$ cat src/rtl/rom_rdport_pkg.sv
package rom_rdport_pkg;

  localparam int RP_ADDR_W = 18;
  localparam int RP_WORD_W = 16;
  localparam int RP_LANE_W = 8;
  localparam int RP_LANES  = RP_WORD_W / RP_LANE_W;

  typedef enum logic {
    ORG_BYTE = 1'b0,
    ORG_WORD = 1'b1
  } org_e;

  // Everything whose change restarts the access timer
  typedef struct packed {
    logic [RP_ADDR_W-1:0] addr;
    org_e                 org;
    logic                 ident;
    logic                 lane_hi;
  } acc_key_t;

  // Stored pattern: low address bits scrambled by a seed, high bits added
  function automatic logic [RP_WORD_W-1:0] fold_pattern(
    input logic [RP_ADDR_W-1:0] a,
    input logic [RP_WORD_W-1:0] seed
  );
    logic [RP_WORD_W-1:0] lo;
    logic [RP_WORD_W-1:0] hi;
    lo = a[RP_WORD_W-1:0] ^ seed;
    hi = RP_WORD_W'(a >> RP_WORD_W);
    return lo + hi;
  endfunction

  function automatic logic [RP_LANE_W-1:0] pick_lane(
    input logic [RP_WORD_W-1:0] w,
    input logic                 hi
  );
    return hi ? w[RP_WORD_W-1 -: RP_LANE_W] : w[RP_LANE_W-1:0];
  endfunction

endpackage

$ cat src/rtl/rom_pattern_src.sv
module rom_pattern_src
  import rom_rdport_pkg::*;
#(
  parameter logic [RP_ADDR_W-1:0] PROG_LIMIT = 18'h20000,
  parameter logic [RP_WORD_W-1:0] SEED       = 16'hA5C3
) (
  input  logic [RP_ADDR_W-1:0] waddr_i,
  output logic [RP_WORD_W-1:0] word_o
);

  logic erased_w;

  assign erased_w = (waddr_i >= PROG_LIMIT);

  always_comb begin
    if (erased_w) word_o = '1;
    else          word_o = fold_pattern(waddr_i, SEED);
  end

endmodule

$ cat src/rtl/rom_access_timer.sv
module rom_access_timer #(
  parameter int unsigned LIMIT = 4
) (
  input  logic clk,
  input  logic rst_n,
  input  logic active_i,
  input  logic restart_i,
  output logic hit_o
);

  localparam int CW = (LIMIT < 1) ? 1 : $clog2(LIMIT + 1);
  localparam logic [CW-1:0] TOP = CW'(LIMIT);
  localparam logic [CW-1:0] ONE = CW'(1);

  logic [CW-1:0] cnt_q;
  logic [CW-1:0] cnt_d;

  always_comb begin
    if (!active_i)                        cnt_d = '0;
    else if (restart_i || cnt_q == '0)    cnt_d = ONE;
    else if (cnt_q >= TOP)                cnt_d = cnt_q;
    else                                  cnt_d = cnt_q + ONE;
  end

  always_ff @(posedge clk or negedge rst_n) begin
    if (!rst_n) cnt_q <= '0;
    else        cnt_q <= cnt_d;
  end

  assign hit_o = active_i && (cnt_d >= TOP);

endmodule

$ cat src/rtl/rom_lane_mux.sv
module rom_lane_mux
  import rom_rdport_pkg::*;
#(
  parameter logic [RP_LANE_W-1:0] MFR_CODE = 8'h20,
  parameter logic [RP_LANE_W-1:0] DEV_CODE = 8'hB2
) (
  input  logic [RP_WORD_W-1:0] word_i,
  input  org_e                 org_i,
  input  logic                 lane_hi_i,
  input  logic                 ident_i,
  input  logic                 id_sel_i,
  output logic [RP_WORD_W-1:0] data_o,
  output logic [RP_WORD_W-1:0] mask_o
);

  logic [RP_LANE_W-1:0] code_w;

  assign code_w = id_sel_i ? DEV_CODE : MFR_CODE;

  // Lane 0 always drives; upper lanes only in word organisation
  for (genvar g = 0; g < RP_LANES; g++) begin : g_lane
    if (g == 0) begin : g_base
      assign mask_o[g*RP_LANE_W +: RP_LANE_W] = '1;
    end else begin : g_upper
      assign mask_o[g*RP_LANE_W +: RP_LANE_W] = {RP_LANE_W{org_i == ORG_WORD}};
    end
  end

  always_comb begin
    data_o = '0;
    if (ident_i)               data_o[RP_LANE_W-1:0] = code_w;
    else if (org_i == ORG_WORD) data_o = word_i;
    else                       data_o[RP_LANE_W-1:0] = pick_lane(word_i, lane_hi_i);
  end

endmodule

$ cat src/rtl/rom_out_stage.sv
module rom_out_stage
  import rom_rdport_pkg::*;
(
  input  logic                 clk,
  input  logic                 rst_n,
  input  logic                 drive_i,
  input  logic                 valid_i,
  input  logic                 standby_i,
  input  logic [RP_WORD_W-1:0] data_i,
  input  logic [RP_WORD_W-1:0] mask_i,
  output logic [RP_WORD_W-1:0] dout_o,
  output logic [RP_WORD_W-1:0] dout_en_o,
  output logic                 dout_x_o,
  output logic                 sleep_o
);

  always_ff @(posedge clk or negedge rst_n) begin
    if (!rst_n) begin
      dout_o    <= '0;
      dout_en_o <= '0;
      dout_x_o  <= 1'b0;
      sleep_o   <= 1'b1;
    end else begin
      dout_o    <= valid_i ? data_i : '0;
      dout_en_o <= drive_i ? mask_i : '0;
      dout_x_o  <= drive_i && !valid_i;
      sleep_o   <= standby_i;
    end
  end

endmodule

$ cat src/rtl/rom_rdport.sv
module rom_rdport
  import rom_rdport_pkg::*;
#(
  parameter int unsigned          ACC_CYCLES = 4,
  parameter int unsigned          OE_CYCLES  = 2,
  parameter logic [RP_ADDR_W-1:0] PROG_LIMIT = 18'h20000,
  parameter logic [RP_WORD_W-1:0] SEED       = 16'hA5C3,
  parameter logic [RP_LANE_W-1:0] MFR_CODE   = 8'h20,
  parameter logic [RP_LANE_W-1:0] DEV_CODE   = 8'hB2
) (
  input  logic                 clk,
  input  logic                 rst_n,
  input  logic [RP_ADDR_W-1:0] addr_i,
  input  logic                 lsb_pin_i,
  input  logic                 cs_n_i,
  input  logic                 oe_n_i,
  input  logic                 wide_i,
  input  logic                 ident_i,
  output logic [RP_WORD_W-1:0] dout_o,
  output logic [RP_WORD_W-1:0] dout_en_o,
  output logic                 dout_x_o,
  output logic                 sleep_o
);

  org_e                 org_w;
  acc_key_t             key_now_w;
  acc_key_t             key_q;
  logic                 key_chg_w;
  logic                 ce_hit_w;
  logic                 oe_hit_w;
  logic                 drive_w;
  logic                 valid_w;
  logic [RP_WORD_W-1:0] word_w;
  logic [RP_WORD_W-1:0] data_w;
  logic [RP_WORD_W-1:0] mask_w;

  assign org_w = wide_i ? ORG_WORD : ORG_BYTE;

  always_comb begin
    key_now_w.addr    = addr_i;
    key_now_w.org     = org_w;
    key_now_w.ident   = ident_i;
    key_now_w.lane_hi = (org_w == ORG_BYTE) ? lsb_pin_i : 1'b0;
  end

  always_ff @(posedge clk or negedge rst_n) begin
    if (!rst_n) key_q <= '0;
    else        key_q <= key_now_w;
  end

  assign key_chg_w = (key_now_w != key_q);

  rom_access_timer #(.LIMIT(ACC_CYCLES)) u_ce_timer (
    .clk       (clk),
    .rst_n     (rst_n),
    .active_i  (!cs_n_i),
    .restart_i (key_chg_w),
    .hit_o     (ce_hit_w)
  );

  rom_access_timer #(.LIMIT(OE_CYCLES)) u_oe_timer (
    .clk       (clk),
    .rst_n     (rst_n),
    .active_i  (!oe_n_i),
    .restart_i (1'b0),
    .hit_o     (oe_hit_w)
  );

  rom_pattern_src #(.PROG_LIMIT(PROG_LIMIT), .SEED(SEED)) u_array (
    .waddr_i (addr_i),
    .word_o  (word_w)
  );

  rom_lane_mux #(.MFR_CODE(MFR_CODE), .DEV_CODE(DEV_CODE)) u_mux (
    .word_i    (word_w),
    .org_i     (org_w),
    .lane_hi_i (key_now_w.lane_hi),
    .ident_i   (ident_i),
    .id_sel_i  (addr_i[0]),
    .data_o    (data_w),
    .mask_o    (mask_w)
  );

  assign drive_w = !cs_n_i && !oe_n_i;
  assign valid_w = drive_w && ce_hit_w && oe_hit_w;

  rom_out_stage u_out (
    .clk       (clk),
    .rst_n     (rst_n),
    .drive_i   (drive_w),
    .valid_i   (valid_w),
    .standby_i (cs_n_i),
    .data_i    (data_w),
    .mask_i    (mask_w),
    .dout_o    (dout_o),
    .dout_en_o (dout_en_o),
    .dout_x_o  (dout_x_o),
    .sleep_o   (sleep_o)
  );

endmodule

$ cat config.mk
export PLATFORM = sky130hd
export DESIGN_NAME = rom_rdport
export DESIGN_NICKNAME = d
export VERILOG_FILES = /design/src/rtl/rom_rdport_pkg.sv /design/src/rtl/rom_pattern_src.sv /design/src/rtl/rom_access_timer.sv /design/src/rtl/rom_lane_mux.sv /design/src/rtl/rom_out_stage.sv /design/src/rtl/rom_rdport.sv
export SDC_FILE = /design/constraint.sdc
export NUM_CORES = 1
export LEC_CHECK = 0
export BUFFER_PORTS_ARGS = -buffer_cell sky130_fd_sc_hd__clkbuf_2
export CAP_MARGIN = 40
export CORE_UTILIZATION = 47
export DETAILED_ROUTE_END_ITERATION = 7
export PLACE_DENSITY = 0.75
export SLEW_MARGIN = 20
export SYNTH_ARGS = -nofsm -noshare
export SYNTH_HDL_FRONTEND = slang
export SYNTH_SLANG_ARGS = --single-unit
$ cat constraint.sdc
create_clock -name clk -period 1.7 [get_ports clk]
set_clock_uncertainty 0.05 [all_clocks]
set_input_delay 0.085 -clock clk [delete_from_list [all_inputs] [get_ports clk]]
set_output_delay 0.085 -clock clk [all_outputs]
set_load 0.02 [all_outputs]
==> results by group, run 1 <==
Power and ir drop
  – Overall power after layout: approximately 2.4 mW
  – IR Drop Worst-Case VDD: 0.374 mV
  – Pwr/cell area: 736 nW/um^2
  – Internal power component: around 1.8 mW
  – Sequential cell fraction of total power: about half
  – Net switching fraction of the power: 25.3%
  – Combinational cell fraction of total power: between 10% and 20%
  – P_sw: approximately 600 uW
  – Share of power burned in the clock network: between 30% and 40%
  – Cell leakage power: roughly 1.5 nW

Synth
  – Top-count cell post-synth: sky130_fd_sc_hd__dfrtp_1
  – Most frequent cells after synthesis: sky130_fd_sc_hd__dfrtp_1 (45), sky130_fd_sc_hd__xnor2_1 (22), sky130_fd_sc_hd__nor2_1 (17)
  – Mean instance size in the synthesized netlist: 11.8 um^2
  – Synth warnings: 0
  – Synth area leaders: sky130_fd_sc_hd__dfrtp_1 (49%), sky130_fd_sc_hd__xnor2_1 (8.4%), sky130_fd_sc_hd__buf_4 (4.6%), sky130_fd_sc_hd__xor2_1 (4.2%), sky130_fd_sc_hd__nor2_1 (2.8%)
  – Summed instance area of the synthesized netlist: 2300 um^2
  – Syn_nets: between 200 and 250
  – Area share of the largest cell type after synthesis: around 50%
  – Post-synth top area cell: sky130_fd_sc_hd__dfrtp_1
  – Share of synthesized registers carrying an async set or reset: 100%
  – Flip-flop and latch count after synthesis: 46
  – Number of enable-type register cells in the synthesized netlist: 0
  – Predominant post-synthesis flop cell: sky130_fd_sc_hd__dfrtp_1
  – Cell count after synthesis: around 200
  – Share of synthesized area occupied by flip-flops and latches: around 50%
  – Library cells used by synthesis: between 40 and 50

GRT
  – Maximum number of pins on one net before global-route repair: 22
  – Via count of the first global-routing pass: 1740
  – GR Layer Usage met2: between 30% and 40%
  – Most utilized layer in the global route result: met2
  – Met3 Track Usage GR: approximately 4.4%
  – Residual overflow from global routing: 0
  – First-pass GRT wire length: between 8 and 9 mm
  – Met1 Track Usage GR: about 28%
  – Global routing usage summed across all routing layers: 21.7%
  – Initial antenna violation count: 0

Clock tree
  – Clk Tree Root Cell: sky130_fd_sc_hd__clkbuf_8
  – Maximum root-to-sink buffer count: 2
  – H-Tree Level Count: 2
  – CTS Sinks: 46
  – TritonCTS clock tree: yes
  – Clock slew at reported path FFs: about 0.08 ns
  – Clock insertion delay at the later pin of the skew report: ~0.3 ns
  – Total clock buffers created by CTS: 5

Outcome
  – Run status: finished, violations left
  – Violations in the final reports: negative setup slack

STA
  – Total count of hold-check failures in the final report: 0
  – Number of pins with negative max-slew slack in the final report: 0
  – Final setup vio count: 14
  – Setup total negative slack: -0.549 ns
  – Highest achievable clock rate: 557 MHz
  – Final critical-path setup slack: -0.0941 ns
  – Hold Worst Slack: roughly 0.011 ns
  – Max-slew headroom: approximately 48%
  – Post-layout minimum cycle time: 1.79 ns
  – Share of the cycle needed by the critical path after routing: 106%
  – Actual transition at the worst max-transition pin: 0.781 ns
  – RSZ-0062 raised after global routing: true

Drt
  – Average routed wire per standard cell: ~14 um
  – Via density per instance: 4.83
  – DR pass1 iterations: 6
  – Residual antenna-violating net count after detailed routing: 0
  – Count of vias placed by the detailed router: around 1800
  – First-iteration detailed-routing DRC count: about 100
  – Routed wire length: 5.17 mm
  – Drt drc: 0

Critical path
  – Cell Chain, Critical Path: ha_1 > o21bai_1 > or3_4 > nor3_4 > nand3_4 > buf_6 > a211oi_2
  – Reg-to-reg critical path startpoint: u_ce_timer.cnt_q[0]$_DFF_PN0_
  – Reg2reg path depth: 7
  – Endpoint kind of the worst setup timing path: register
  – Highest-delay cell along the critical path: sky130_fd_sc_hd__dfrtp_1
  – Critical path launch point: u_ce_timer.cnt_q[0]$_DFF_PN0_
  – Data required time at the worst endpoint: between 1.5 and 2 ns
  – Last element of the critical path: u_out.dout_o[2]$_DFF_PN0_
  – Crit-path max cell delay: 0.38 ns
  – Top fanout value on the critical path: 6
  – Critical Path Source Type: register
  – R2R Setup Slk: -0.09 ns
  – Endpoint arrival time on the critical path: 1.95 ns
  – Worst R2R End: u_out.dout_o[2]$_DFF_PN0_
  – Crit path kind: reg -> reg

Hold path
  – Class of the tightest hold or removal check: in -> reg

Finish
  – Total inserted antenna cells: 0
  – Cell Count, Final, Fillers Out: roughly 370
  – Final #Nets: 329
  – Utilization of the core after routing: between 60% and 70%
  – Fraction of final layout cells with drive strength greater than 1: between 40% and 50%
  – Area delta synth->final: 40.0%

Floorplanning
  – Initial cell density of the core: between 40% and 50%
  – Number of rows created at floorplan: 25
  – Area enclosed by the die boundary: 5170 um^2
  – Die Span X: 71.9 um
  – Io pins: ~60
  – DIE HEIGHT: between 70 and 80 um
  – Area inside the core boundary: around 4700 um^2

Placement
  – Final RePlAce weighted congestion: 0.930
  – Placed cells: between 300 and 400
  – Half-perimeter wire length after placement: 3.79 mm
  – Port Buf Inserts: 58

Flow run
  – Max-cap violations: 0
state kept, by name, indices dropped and copies added (netlist names):
register          flops
u_oe_timer.cnt_q      2
u_out.dout_o         16
u_out.dout_x_o        1
u_ce_timer.cnt_q      3
u_out.dout_en_o       2
u_out.sleep_o         1
key_q                21
placed cells by master (no fill, tap or decap), types with 3 or more instances in the layout:
master / count
sky130_fd_sc_hd__nand2_1: 5
sky130_fd_sc_hd__a21oi_1: 3
sky130_fd_sc_hd__xor2_1: 11
sky130_fd_sc_hd__a211oi_2: 5
sky130_fd_sc_hd__buf_4: 39
sky130_fd_sc_hd__nand4_1: 4
sky130_fd_sc_hd__ha_1: 5
sky130_fd_sc_hd__a21oi_2: 7
sky130_fd_sc_hd__dfrtp_1: 45
sky130_fd_sc_hd__inv_1: 11
sky130_fd_sc_hd__dlygate4sd3_1: 14
sky130_fd_sc_hd__xnor2_1: 18
sky130_fd_sc_hd__clkbuf_8: 5
sky130_fd_sc_hd__nor2_1: 15
sky130_fd_sc_hd__xnor2_2: 4
sky130_fd_sc_hd__clkbuf_2: 58
layout make-up:
cell class | instances | area [um^2]
inverter | 11 | 41.3
sequential | 46 | 1150
tap | 67 | 83.8
multi-input combinational | 121 | 1080
clock buffer | 7 | 76.3
timing repair buffer | 113 | 746
clock inverter | 1 | 30.0
fill | 355 | 1510
metrics by stage:
step                worst slack [ns]  area [um^2]
CTS                           -0.112         3140
finish                       -0.0941         3210
floorplan                    -0.0292         2300
global route                  -0.188         3210
detailed placement            -0.202         2830
global placement              -0.146         2830
kinds of logic after synthesis:
| kind of cell | Yosys count | synth area share, % |
|---|---|---|
| adder cells (fa/ha/maj) | 6 | 3.60 |
| XOR/XNOR | 33 | 12.6 |
| multiplexers | 3 | 1.36 |
| flip-flops | 46 | 50.2 |
| AND/OR/NAND/NOR | 53 | 15.4 |
| buffers and inverters | 28 | 7.85 |
| AO/OA/AOI/OAI | 26 | 9.05 |
power by group through the flow:
stage                     combinational (mW)  clock (mW)  sequential [mW]
after floorplan                        0.200           0             1.18
after global placement                 0.370           0             1.17
after detailed placement               0.375           0             1.18
after CTS                              0.412       0.802             1.15
after global routing                   0.465       0.855             1.16
final                                  0.425       0.786             1.16
worst min path at each step:
stage | from | end | slack (ns) | cells after the start
2_1_floorplan | rst_n | key_q[0]$_DFF_PN0_ | -0.26 | 0
3_3_place_gp | rst_n | u_out.dout_o[14]$_DFF_PN0_ | 0.03 | 1
3_5_place_dp | rst_n | key_q[0]$_DFF_PN0_ | 0.02 | 1
4_1_cts | addr_i[16] | key_q[19]$_DFF_PN0_ | -0.02 | 2
5_1_grt | addr_i[5] | key_q[8]$_DFF_PN0_ | 0.0002 | 2
6_report | addr_i[9] | key_q[12]$_DFF_PN0_ | 0.01 | 2
what timing repair did:
action / in CTS / in global routing
pin swaps: 8 / 11
endpoints found under the setup margin: 18 / 19
resized for setup: 18 / 9
buffers inserted: 2 / 0
hold buffers: 12 / 2
cloned: 0 / 0
hold endpoints to repair: 33 / 2
per-layer routing:
layer / routed length [um] / part of all wire, % / up-vias
met3: 171 / 3.3 / 7
met2: 2600 / 50 / 56
li1: - / - / 851
met4: 94 / 1.8 / 0
met1: 2300 / 44 / 853
met5: 0 / 0 / -
critical path, delay by kind of cell, from the launching register on:
family	cells	cell delay, ns
adder cells (fa/ha/maj)	1	0.15
AND/OR/NAND/NOR	3	0.67
buffers and inverters	1	0.18
AO/OA/AOI/OAI	2	0.27
flip-flops	1	0.38
(Power assumes the default switching activity.)
==> run 2, diff against run 1 <==
Settings changed: CORE_ASPECT_RATIO from default to 1.1.
==> run 2 against run 1 <==
Against the previous run: the run still ends with negative setup slack left; worst setup slack worse by 0.033 ns; via count up 3.6%; register-to-register slack got worse by 0.03 ns; largest power group unchanged.
==> results by group, run 2 (synthesis gave the netlist of run 1 again) <==
STA
  – Highest achievable clock rate: approximately 550 MHz
  – Total count of hold-check failures in the final report: 0
  – Post-layout minimum cycle time: ~1.8 ns
  – Share of the cycle needed by the critical path after routing: 108%
  – Actual transition at the worst max-transition pin: between 0.8 and 0.9 ns
  – Max-slew headroom: about 41%
  – Number of pins with negative max-slew slack in the final report: 0
  – Final setup vio count: 18
  – Final critical-path setup slack: -0.128 ns
  – RSZ-0062 raised after global routing: true
  – Setup total negative slack: -1.67 ns

GRT
  – Via count of the first global-routing pass: around 1800
  – First-pass GRT wire length: 8.48 mm
  – Global routing usage summed across all routing layers: 23.2%
  – Maximum number of pins on one net before global-route repair: 21
  – Initial antenna violation count: 0
  – Residual overflow from global routing: 0

Power and ir drop
  – Share of power burned in the clock network: just under 30%
  – P_sw: 614 uW
  – Combinational cell fraction of total power: approximately 20%
  – Internal power component: ~1.7 mW
  – Net switching fraction of the power: 26.9%
  – Pwr/cell area: between 600 and 700 nW/um^2
  – IR Drop Worst-Case VDD: between 0.3 and 0.4 mV
  – Overall power after layout: around 2.3 mW
  – Cell leakage power: approximately 1.5 nW
  – Sequential cell fraction of total power: around half

Drt
  – Routed wire length: ~5.5 mm
  – Drt drc: 0
  – Average routed wire per standard cell: roughly 15 um
  – Count of vias placed by the detailed router: 1830
  – Residual antenna-violating net count after detailed routing: 0
  – DR pass1 iterations: 4
  – Via density per instance: 5.06
  – First-iteration detailed-routing DRC count: around 110

Clock tree
  – CTS Sinks: 46
  – Maximum root-to-sink buffer count: 2
  – TritonCTS clock tree: yes
  – Clk Tree Root Cell: sky130_fd_sc_hd__clkbuf_8
  – Clock slew at reported path FFs: around 0.080 ns
  – Clock insertion delay at the later pin of the skew report: around 0.30 ns
  – H-Tree Level Count: 2
  – Total clock buffers created by CTS: 5

Critical path
  – Endpoint kind of the worst setup timing path: register
  – Data required time at the worst endpoint: 1.88 ns
  – Reg-to-reg critical path startpoint: key_q[4]$_DFF_PN0_
  – Critical Path Source Type: register
  – Endpoint arrival time on the critical path: approximately 2.0 ns
  – Top fanout value on the critical path: 8
  – Crit path kind: reg -> reg
  – Critical path launch point: key_q[4]$_DFF_PN0_

Finish
  – Largest registers: key_q: 21 flops, u_out.dout_o: 16 flops, u_ce_timer.cnt_q: 3 flops
  – Fraction of final layout cells with drive strength greater than 1: between 50% and 60%
  – Flip-flop and latch area: around 1200 um^2
  – Area occupied by multi-input gates: roughly 1100 um^2
  – Filler cells: roughly 350
  – Area delta synth->final: 43.9%
  – Max FFs per register: 21
  – Total inserted antenna cells: 0
  – Final #Nets: 336
  – Register bank with the most flops: key_q
  – Most used cells in the layout excluding fill and tap cells: sky130_fd_sc_hd__clkbuf_2 (58), sky130_fd_sc_hd__dfrtp_1 (45), sky130_fd_sc_hd__buf_4 (41)
  – Most common cell after layout, fill and taps aside: sky130_fd_sc_hd__clkbuf_2

Floorplanning
  – Number of rows created at floorplan: 26
  – DIE HEIGHT: about 75 um
  – Area enclosed by the die boundary: roughly 5200 um^2
  – Io pins: slightly below 60
  – Area inside the core boundary: approximately 4700 um^2
  – Initial cell density of the core: 49.0%
  – Die Span X: around 69 um

Flow run
  – Max-cap violations: 0

Hold path
  – Hold path startpoint: addr_i[10]
  – Class of the tightest hold or removal check: in -> reg

Placement
  – Final RePlAce weighted congestion: between 0.9 and 1
  – Half-perimeter wire length after placement: between 3 and 4 mm
  – Port Buf Inserts: 58

Outcome
  – Run status: finished, violations left
  – Violations in the final reports: negative setup slack
==> run 2: changes by cell type in the layout (fill, tap and decap cells not counted), sizes merged <==
cell         delta
dlygate4sd3     +3
bufinv          -1
buf             +4
clkinv          +1
==> run 2: path summary, 6_finish.rpt <==
kind / endpoint / slack, ns / cells after the start
worst max-delay path: u_out.dout_o[13]$_DFF_PN0_ / -0.13 / 7
worst min-delay path: key_q[13]$_DFF_PN0_ / 0.008 / 2
worst max register to register: u_out.dout_o[13]$_DFF_PN0_ / -0.13 / 7
worst min register to register: u_oe_timer.cnt_q[0]$_DFF_PN0_ / 0.55 / 3
max in group asynchronous: u_out.dout_o[15]$_DFF_PN0_ / 0.79 / 3
min in group asynchronous: u_out.dout_o[13]$_DFF_PN0_ / 0.22 / 2
==> run 2: worst max-delay path: stages, from the launching register on <==
cell	delay [ns]
sky130_fd_sc_hd__dfrtp_1	0.40
sky130_fd_sc_hd__xnor2_2	0.15
sky130_fd_sc_hd__nand4_1	0.20
sky130_fd_sc_hd__a2111oi_4	0.34
sky130_fd_sc_hd__buf_4	0.19
sky130_fd_sc_hd__nand4_1	0.11
sky130_fd_sc_hd__buf_6	0.19
sky130_fd_sc_hd__a21oi_2	0.11
==> run 2: repair_timing <==
action                                 4_1_cts  5_1_grt
endpoints found under the hold margin       36        1
setup buffers                                4        1
pin swaps                                   10        9
setup endpoints to repair                   17       20
hold buffers                                16        1
gates resized for setup                     21       18
==> run 2: per-layer routing <==
| metal | track usage (%) | wire length [um] | share of wire (%) | vias to the layer above |
|---|---|---|---|---|
| met5 | 0 | 0 | 0 | - |
| met4 | 9.72 | 135 | 2.5 | 0 |
| met3 | 4.94 | 265 | 4.8 | 15 |
| met2 | 38.5 | 2840 | 52 | 68 |
| met1 | 29.4 | 2270 | 41 | 870 |
| li1 | - | - | - | 877 |
==> run 2: metrics by stage <==
step / cells / util, % / hold slack [ns] / area, um^2 / worst slack, ns
after floorplan: 195 / - / -0.261 / 2300 / -0.0292
after detailed placement: 332 / 60.2 / 0.0210 / 2820 / -0.252
after global placement: 332 / 60.2 / 0.0215 / 2820 / -0.137
after global routing: 362 / 70.5 / 0.00792 / 3300 / -0.207
final: 362 / 70.5 / 0.00803 / 3300 / -0.128
after CTS: 360 / 68.2 / 0.0000847 / 3200 / -0.132
==> run 2: final cells by class <==
cell class / count / area share, %
clock inverters: 1 / 0.152
flip-flops and latches: 46 / 34.9
repair buffers: 120 / 24.6
multi-input cells: 121 / 34.4
inverters: 11 / 1.25
clock buffers: 7 / 2.61
well taps: 56 / 2.12
==> run 2: power groups by stage <==
stage          combinational [mW]  clock [mW]  sequential (mW)
5_1_grt                     0.484       0.738             1.16
6_report                    0.445       0.681             1.16
2_1_floorplan               0.200           0             1.18
3_5_place_dp                0.376           0             1.18
4_1_cts                     0.424       0.695             1.16
3_3_place_gp                0.372           0             1.17
